$ cat config.mk
export PLATFORM = sky130hd
export DESIGN_NAME = dio_paged_bank
export DESIGN_NICKNAME = d
export VERILOG_FILES = /design/src/rtl/dio_bank_pkg.sv /design/src/rtl/dio_sync.sv /design/src/rtl/dio_port_bank.sv /design/src/rtl/dio_page_regs.sv /design/src/rtl/dio_paged_bank.sv
export SDC_FILE = /design/constraint.sdc
export NUM_CORES = 1
export LEC_CHECK = 0
export CAP_MARGIN = 30
export CORE_MARGIN = 2
export CORE_UTILIZATION = 40
export CTS_BUF_LIST = sky130_fd_sc_hd__clkbuf_8
export CTS_CLUSTER_SIZE = 30
export DETAILED_ROUTE_END_ITERATION = 7
export MAX_ROUTING_LAYER = met4
export SYNTH_ARGS = -nofsm -noshare
export SYNTH_HDL_FRONTEND = slang
export SYNTH_SLANG_ARGS = --single-unit
export TNS_END_PERCENT = 10
$ cat constraint.sdc
create_clock -name clk -period 3.66 [get_ports clk]
set_clock_uncertainty 0.05 [all_clocks]
set_input_delay 0.732 -clock clk [delete_from_list [all_inputs] [get_ports clk]]
set_output_delay 0.732 -clock clk [all_outputs]
set_load 0.03 [all_outputs]
$ cat src/rtl/dio_bank_pkg.sv
package dio_bank_pkg;
  localparam int PAGE_W    = 2;
  localparam int NUM_PAGES = 1 << PAGE_W;

  typedef enum logic [PAGE_W-1:0] {
    PAGE_PLAIN = 2'd0,
    PAGE_POL   = 2'd1,
    PAGE_ENA   = 2'd2,
    PAGE_IRQID = 2'd3
  } page_e;
endpackage

$ cat src/rtl/dio_sync.sv
module dio_sync #(
  parameter int W      = 48,
  parameter int STAGES = 2
) (
  input  logic         clk,
  input  logic         rst,
  input  logic [W-1:0] din,
  output logic [W-1:0] dout
);
  logic [W-1:0] stage_q [STAGES];

  always_ff @(posedge clk) begin
    if (rst) begin
      for (int s = 0; s < STAGES; s++) stage_q[s] <= '0;
    end else begin
      stage_q[0] <= din;
      for (int s = 1; s < STAGES; s++) stage_q[s] <= stage_q[s-1];
    end
  end

  assign dout = stage_q[STAGES-1];
endmodule

$ cat src/rtl/dio_port_bank.sv
module dio_port_bank #(
  parameter int NUM_PORTS = 6,
  parameter int PORT_W    = 8,
  parameter int ADDR_W    = 4
) (
  input  logic                        clk,
  input  logic                        rst,
  input  logic                        wr_en,
  input  logic [ADDR_W-1:0]           addr,
  input  logic [PORT_W-1:0]           wdata,
  input  logic [NUM_PORTS-1:0]        lock,
  output logic [NUM_PORTS*PORT_W-1:0] sink_o
);
  for (genvar k = 0; k < NUM_PORTS; k++) begin : g_port
    localparam logic [ADDR_W-1:0] PORT_ADDR = ADDR_W'(k);
    logic [PORT_W-1:0] data_q;
    logic              take;

    assign take = wr_en && (addr == PORT_ADDR) && !lock[k];

    always_ff @(posedge clk) begin
      if (rst)       data_q <= '0;
      else if (take) data_q <= wdata;
    end

    assign sink_o[k*PORT_W +: PORT_W] = data_q;

    // an accepted write appears on the sink outputs one edge later
    p_port_write_r2: assert property (@(posedge clk) disable iff (rst)
      (wr_en && addr == PORT_ADDR && !lock[k]) |=> (sink_o[k*PORT_W +: PORT_W] == $past(wdata)));

    // a write to a locked port leaves its outputs untouched
    p_locked_hold_r5: assert property (@(posedge clk) disable iff (rst)
      (wr_en && addr == PORT_ADDR && lock[k]) |=> $stable(sink_o[k*PORT_W +: PORT_W]));
  end
endmodule

$ cat src/rtl/dio_page_regs.sv
module dio_page_regs
  import dio_bank_pkg::*;
#(
  parameter int NUM_PORTS = 6,
  parameter int PORT_W    = 8,
  parameter int WIN_BYTES = 3,
  parameter int ADDR_W    = 4
) (
  input  logic                 clk,
  input  logic                 rst,
  input  logic                 wr_en,
  input  logic [ADDR_W-1:0]    addr,
  input  logic [PORT_W-1:0]    wdata,
  output logic [PAGE_W-1:0]    page_o,
  output logic [NUM_PORTS-1:0] lock_o,
  output logic [PORT_W-1:0]    win_rdata_o,
  output logic [WIN_BYTES-1:0] pend_o
);
  localparam int NUM_AUX  = NUM_PAGES - 1;
  localparam int NUM_TERM = NUM_AUX * WIN_BYTES;
  localparam int WIN_BASE = NUM_PORTS + 2;
  localparam logic [ADDR_W-1:0] CTRL_ADDR = ADDR_W'(NUM_PORTS + 1);

  logic [PAGE_W-1:0]        page_q;
  logic [NUM_PORTS-1:0]     lock_q;
  logic [NUM_TERM*PORT_W-1:0] rd_terms;

  always_ff @(posedge clk) begin
    if (rst) begin
      page_q <= '0;
      lock_q <= '0;
    end else if (wr_en && addr == CTRL_ADDR) begin
      page_q <= wdata[PORT_W-1 -: PAGE_W];
      lock_q <= wdata[NUM_PORTS-1:0];
    end
  end

  for (genvar p = 1; p < NUM_PAGES; p++) begin : g_page
    localparam logic [PAGE_W-1:0] PG = PAGE_W'(p);
    for (genvar j = 0; j < WIN_BYTES; j++) begin : g_byte
      localparam logic [ADDR_W-1:0] BYTE_ADDR = ADDR_W'(WIN_BASE + j);
      localparam int IDX = (p - 1) * WIN_BYTES + j;
      logic [PORT_W-1:0] aux_q;
      logic              sel;

      assign sel = (page_q == PG) && (addr == BYTE_ADDR);

      always_ff @(posedge clk) begin
        if (rst)               aux_q <= '0;
        else if (wr_en && sel) aux_q <= wdata;
      end

      assign rd_terms[IDX*PORT_W +: PORT_W] = sel ? aux_q : '0;

      if (PG == PAGE_IRQID) begin : g_pend
        assign pend_o[j] = |aux_q;
      end
    end
  end

  always_comb begin
    win_rdata_o = '0;
    for (int t = 0; t < NUM_TERM; t++) win_rdata_o = win_rdata_o | rd_terms[t*PORT_W +: PORT_W];
  end

  assign page_o = page_q;
  assign lock_o = lock_q;

  // the control byte captures page and lock fields as written
  p_ctrl_write_r4: assert property (@(posedge clk) disable iff (rst)
    (wr_en && addr == CTRL_ADDR) |=>
      (page_o == $past(wdata[PORT_W-1 -: PAGE_W]) && lock_o == $past(wdata[NUM_PORTS-1:0])));
endmodule

$ cat src/rtl/dio_paged_bank.sv
module dio_paged_bank
  import dio_bank_pkg::*;
#(
  parameter int NUM_PORTS   = 6,
  parameter int PORT_W      = 8,
  parameter int WIN_BYTES   = 3,
  parameter int ADDR_W      = 4,
  parameter int SYNC_STAGES = 2
) (
  input  logic                        clk,
  input  logic                        rst,
  input  logic                        bus_wr,
  input  logic                        bus_rd,
  input  logic [ADDR_W-1:0]           bus_addr,
  input  logic [PORT_W-1:0]           bus_wdata,
  output logic [PORT_W-1:0]           bus_rdata,
  input  logic [NUM_PORTS*PORT_W-1:0] pin_level_i,
  output logic [NUM_PORTS*PORT_W-1:0] pin_sink_o
);
  localparam int NUM_PINS = NUM_PORTS * PORT_W;
  localparam logic [ADDR_W-1:0] PEND_ADDR = ADDR_W'(NUM_PORTS);
  localparam logic [ADDR_W-1:0] CTRL_ADDR = ADDR_W'(NUM_PORTS + 1);
  localparam logic [ADDR_W-1:0] WIN_ADDR  = ADDR_W'(NUM_PORTS + 2);
  localparam logic [ADDR_W-1:0] END_ADDR  = ADDR_W'(NUM_PORTS + 2 + WIN_BYTES);

  logic [NUM_PINS-1:0]  pin_sync;
  logic [PAGE_W-1:0]    page;
  logic [NUM_PORTS-1:0] lock;
  logic [PORT_W-1:0]    win_rdata;
  logic [WIN_BYTES-1:0] pend;
  logic [PORT_W-1:0]    rd_next;
  logic [PORT_W-1:0]    rdata_q;

  dio_sync #(.W(NUM_PINS), .STAGES(SYNC_STAGES)) i_sync (
    .clk  (clk),
    .rst  (rst),
    .din  (pin_level_i),
    .dout (pin_sync)
  );

  dio_port_bank #(.NUM_PORTS(NUM_PORTS), .PORT_W(PORT_W), .ADDR_W(ADDR_W)) i_ports (
    .clk    (clk),
    .rst    (rst),
    .wr_en  (bus_wr),
    .addr   (bus_addr),
    .wdata  (bus_wdata),
    .lock   (lock),
    .sink_o (pin_sink_o)
  );

  dio_page_regs #(.NUM_PORTS(NUM_PORTS), .PORT_W(PORT_W), .WIN_BYTES(WIN_BYTES),
                  .ADDR_W(ADDR_W)) i_pages (
    .clk         (clk),
    .rst         (rst),
    .wr_en       (bus_wr),
    .addr        (bus_addr),
    .wdata       (bus_wdata),
    .page_o      (page),
    .lock_o      (lock),
    .win_rdata_o (win_rdata),
    .pend_o      (pend)
  );

  always_comb begin
    rd_next = '0;
    for (int k = 0; k < NUM_PORTS; k++) begin
      if (bus_addr == ADDR_W'(k)) rd_next = ~pin_sync[k*PORT_W +: PORT_W];
    end
    if (bus_addr == PEND_ADDR) rd_next = PORT_W'(pend);
    if (bus_addr == CTRL_ADDR) rd_next = PORT_W'({page, lock});
    rd_next = rd_next | win_rdata;
  end

  always_ff @(posedge clk) begin
    if (rst)         rdata_q <= '0;
    else if (bus_rd) rdata_q <= rd_next;
  end

  assign bus_rdata = rdata_q;

  // reset leaves every pin released and read data cleared
  p_reset_clear_r1: assert property (@(posedge clk) disable iff (rst)
    $past(rst) |-> (pin_sink_o == '0 && bus_rdata == '0));

  // read data moves only on a read strobe
  p_rdata_hold_r10: assert property (@(posedge clk) disable iff (rst)
    !bus_rd |=> $stable(bus_rdata));

  // offsets beyond the window read as zero
  p_unused_zero_r7: assert property (@(posedge clk) disable iff (rst)
    (bus_rd && bus_addr >= END_ADDR) |=> (bus_rdata == '0));

  // the window is empty on page 0
  p_page0_zero_r7: assert property (@(posedge clk) disable iff (rst)
    (bus_rd && page == PAGE_PLAIN && bus_addr >= WIN_ADDR) |=> (bus_rdata == '0));

  // upper bits of the summary byte read zero
  p_pend_upper_r8: assert property (@(posedge clk) disable iff (rst)
    (bus_rd && bus_addr == PEND_ADDR) |=> (bus_rdata[PORT_W-1:WIN_BYTES] == '0));
endmodule

==> impl_metrics.toml <==
[power]
seqPwrFrac_pct = 48.9
switchingPower_mw = 1.250
power_mw = 5.348
p_per_area_nw_per_um2 = 484.8
p_leak_nw = 4.586
pwr-share-comb_pct = 6.9
swShare_pct = 23.37
internal-power_mw = 4.098
clock_power_share_pct = 44.2
irDropWorstVdd_v = 0.0002349

[worst_setup_path]
path_cells = "clkdlybuf4s50_1, buf_4, or4b_1, o22ai_1, o22ai_1, a311oi_1"
cp.required_ns = 4.06
critPathKind = "input port to register"
path_buf_inv = 2
crit_path_top_delay_cell = "or4b_1"
crit_path_frequent_cell = "o22ai_1"
crit_family = "buffers and inverters"
worst_setup_path_start_kind = "input port"
crit_fanout = 10
cp-end-kind = "register"
cp.arrival_ns = 3.02
critical_path.max_stage_delay_ns = 0.66

[die]
dieArea_um2 = 23110
rows = 54
io_pins = 120
initial_core_util_pct = 40.41
die_w_um = 152.0
die_h_um = 152.0
core_area_um2 = 21690

[global_routing]
grt-ovfl-total = 0
grt_use_total_pct = 20.17
grt_pass1_vias = 6283
grt_pass1_wl_um = 36120
antenna_found_initial = 0
grt_max_degree = 95

[clocking]
postCtsSetupBuffers = 0
path_clk_slew_ns = 0.06
cts_buffers = 39
htreeDepth = 2
cts_sinks = 232
cts_tree = "built"
cts_hold_buffers = 0
cts-root-buf = "clkbuf_8"
ctsResizeCount = 0
ctsLongestPathBuffers = 3
clock_latency_ns = 0.53

[job]
maxCapViolCount = 0

[timing]
fmax_mhz = 381.3
period_needed_ns = 2.623
hold_viol = 0
fin_tns_setup_ns = 0
tightest_slew_ns = 1.061
slew_violations = 0
fin_crit_sh_pct = 71.66
setup_viol = 0
relSlewSlack_pct = 29.03
holdWs_ns = 0.3813
setup_ws_ns = 1.037
rsz0062_at_grt = "false"

[logic_synthesis]
synth_edf_count = 0
syn_inst = 898
synth_top_area_share_pct = 53.00
synth_top_area_cell = "dfxtp_1"
synth_common_cells = "dfxtp_1, nor2_1, mux2i_1, nor2b_1, clkbuf_1"
synth_area_leaders = "dfxtp_1, mux2i_1, nor2b_1, nor2_1, a21oi_1"
yosysWarnings = 0
syn_avg_cell_area_um2 = 9.759
synth_cell_types = 54
synth_flop_cell = "dfxtp_1"
synth_fp_nets = 962
async_flop_share_pct = 0
ys_ff_latch = 232
yosys.cell_count.top_type = "dfxtp_1"
synth_area_um2 = 8763
yosysSeqAreaShare_pct = 53.00

[min_path]
hp-class = "register to register"

[routing]
wl_per_cell_um = 17.66
dr.pass1.iters = 8
post-route-drc-count = 4
drt-total-wl_um = 23260
via_per_inst = 5.098
num_vias = 6714
postRouteAntennaNets = 0
drt_iter0_drc = 538

[placed_design]
dp_hpwl_um = 15570
placed_cells = 1246
portBuffers = 119
preCtsSetupSlack_ns = 0.5145
place_congestion = 0.9406
detailed_place.area_um2 = 10160

[layout]
fillers = 2029
final_nets = 1072
layoutNonFillerInstCount = 1317
stdcell_area_um2 = 11030
drive_gt1_share_pct = 10.90
final_core_util_pct = 50.86
syn_to_final_growth_pct = 25.87
insertedDiodeCount = 0

[run_status]
status = "complete, but fails checks"
violations = "DRC"
-- path summary, 6_finish.rpt --
path                              start  slack (ns)                              endpoint  cells past startpoint
setup / recovery            bus_addr[0]        1.04                          bus_rdata[5]                      6
hold / removal    i_sync.stage_q[0][10]        0.38                 i_sync.stage_q[0][58]                      1
setup reg to reg      i_pages.page_o[1]        1.39  i_pages.g_page[3].g_byte[1].aux_q[6]                      6
hold reg to reg   i_sync.stage_q[0][10]        0.38                 i_sync.stage_q[0][58]                      1
-- kinds of logic after synthesis --
group	after synthesis	synth area share, %
AOI/OAI and AO/OA	116	8.710
buffers and inverters	80	3.883
DFF	232	53.00
muxes	121	14.13
and+or+nand+nor	349	20.27
-- worst reg2reg max path, stage by stage (launching register included) --
cell,delay [ns]
dfxtp_1,0.71
buf_4,0.31
nand2_1,0.13
nor2_2,0.29
nand2_1,0.35
mux2i_1,0.25
nor2_1,0.07
-- power by group through the flow --
stage	Sequential [mW]	Clock, mW	Combinational, mW
after detailed placement	2.67	0	0.368
after floorplan	2.68	0	0.185
final	2.61	2.36	0.370
after CTS	2.61	2.42	0.368
after global routing	2.62	2.55	0.397
after global placement	2.67	0	0.367
-- state kept, by name, indices dropped and copies added (netlist names) --
signal / flops
i_sync.stage_q: 96
i_pages.g_page.g_byte.aux_q: 72
i_ports.g_port.data_q: 48
bus_rdata: 8
i_pages.lock_o: 6
i_pages.page_o: 2
-- per-layer routing --
metal | part of all wire (%) | global-route usage [%] | up-vias
met5 | 0 | - | -
met3 | 6.8 | 4.450 | 39
met4 | 2.3 | 6.631 | 0
li1 | - | - | 3282
met1 | 46 | 27.10 | 3134
met2 | 45 | 30.27 | 259
-- layout by cell type, fill, tap and decap left out, types with 2 or more instances in the layout --
cell	instances
a32oi_1	3
nor2_2	2
o211ai_1	2
o2bb2ai_1	2
a41oi_1	3
nand2_1	48
clkdlybuf4s50_1	118
nand2_2	2
a31oi_1	3
nor2b_1	101
a211oi_1	2
nor3_1	2
a22o_1	3
or3_1	3
a311oi_1	2
a21oi_1	45
nand3_1	38
o22ai_1	15
buf_4	24
mux2_2	12
inv_1	12
a2bb2oi_1	6
o21bai_1	4
nand2b_1	12
nand3_2	2
o21ai_0	5
nor4_1	7
a22oi_1	7
a221oi_1	8
nand4_2	2
clkinv_2	5
nor2_1	120
mux2i_1	108
dfxtp_1	232
clkbuf_8	55
-- final cells by class --
| cell class | count | area, µm² | area share [%] |
|---|---|---|---|
| clock buffers | 55 | 757.0 | 6.863 |
| clock inverters | 15 | 83.83 | 0.7600 |
| multi-input cells | 586 | 3779 | 34.26 |
| inverters | 5 | 18.77 | 0.1701 |
| well taps | 280 | 350.3 | 3.176 |
| repair buffers | 144 | 1398 | 12.67 |
| flip-flops and latches | 232 | 4644 | 42.11 |
Power figures use the tool's default switching activity.
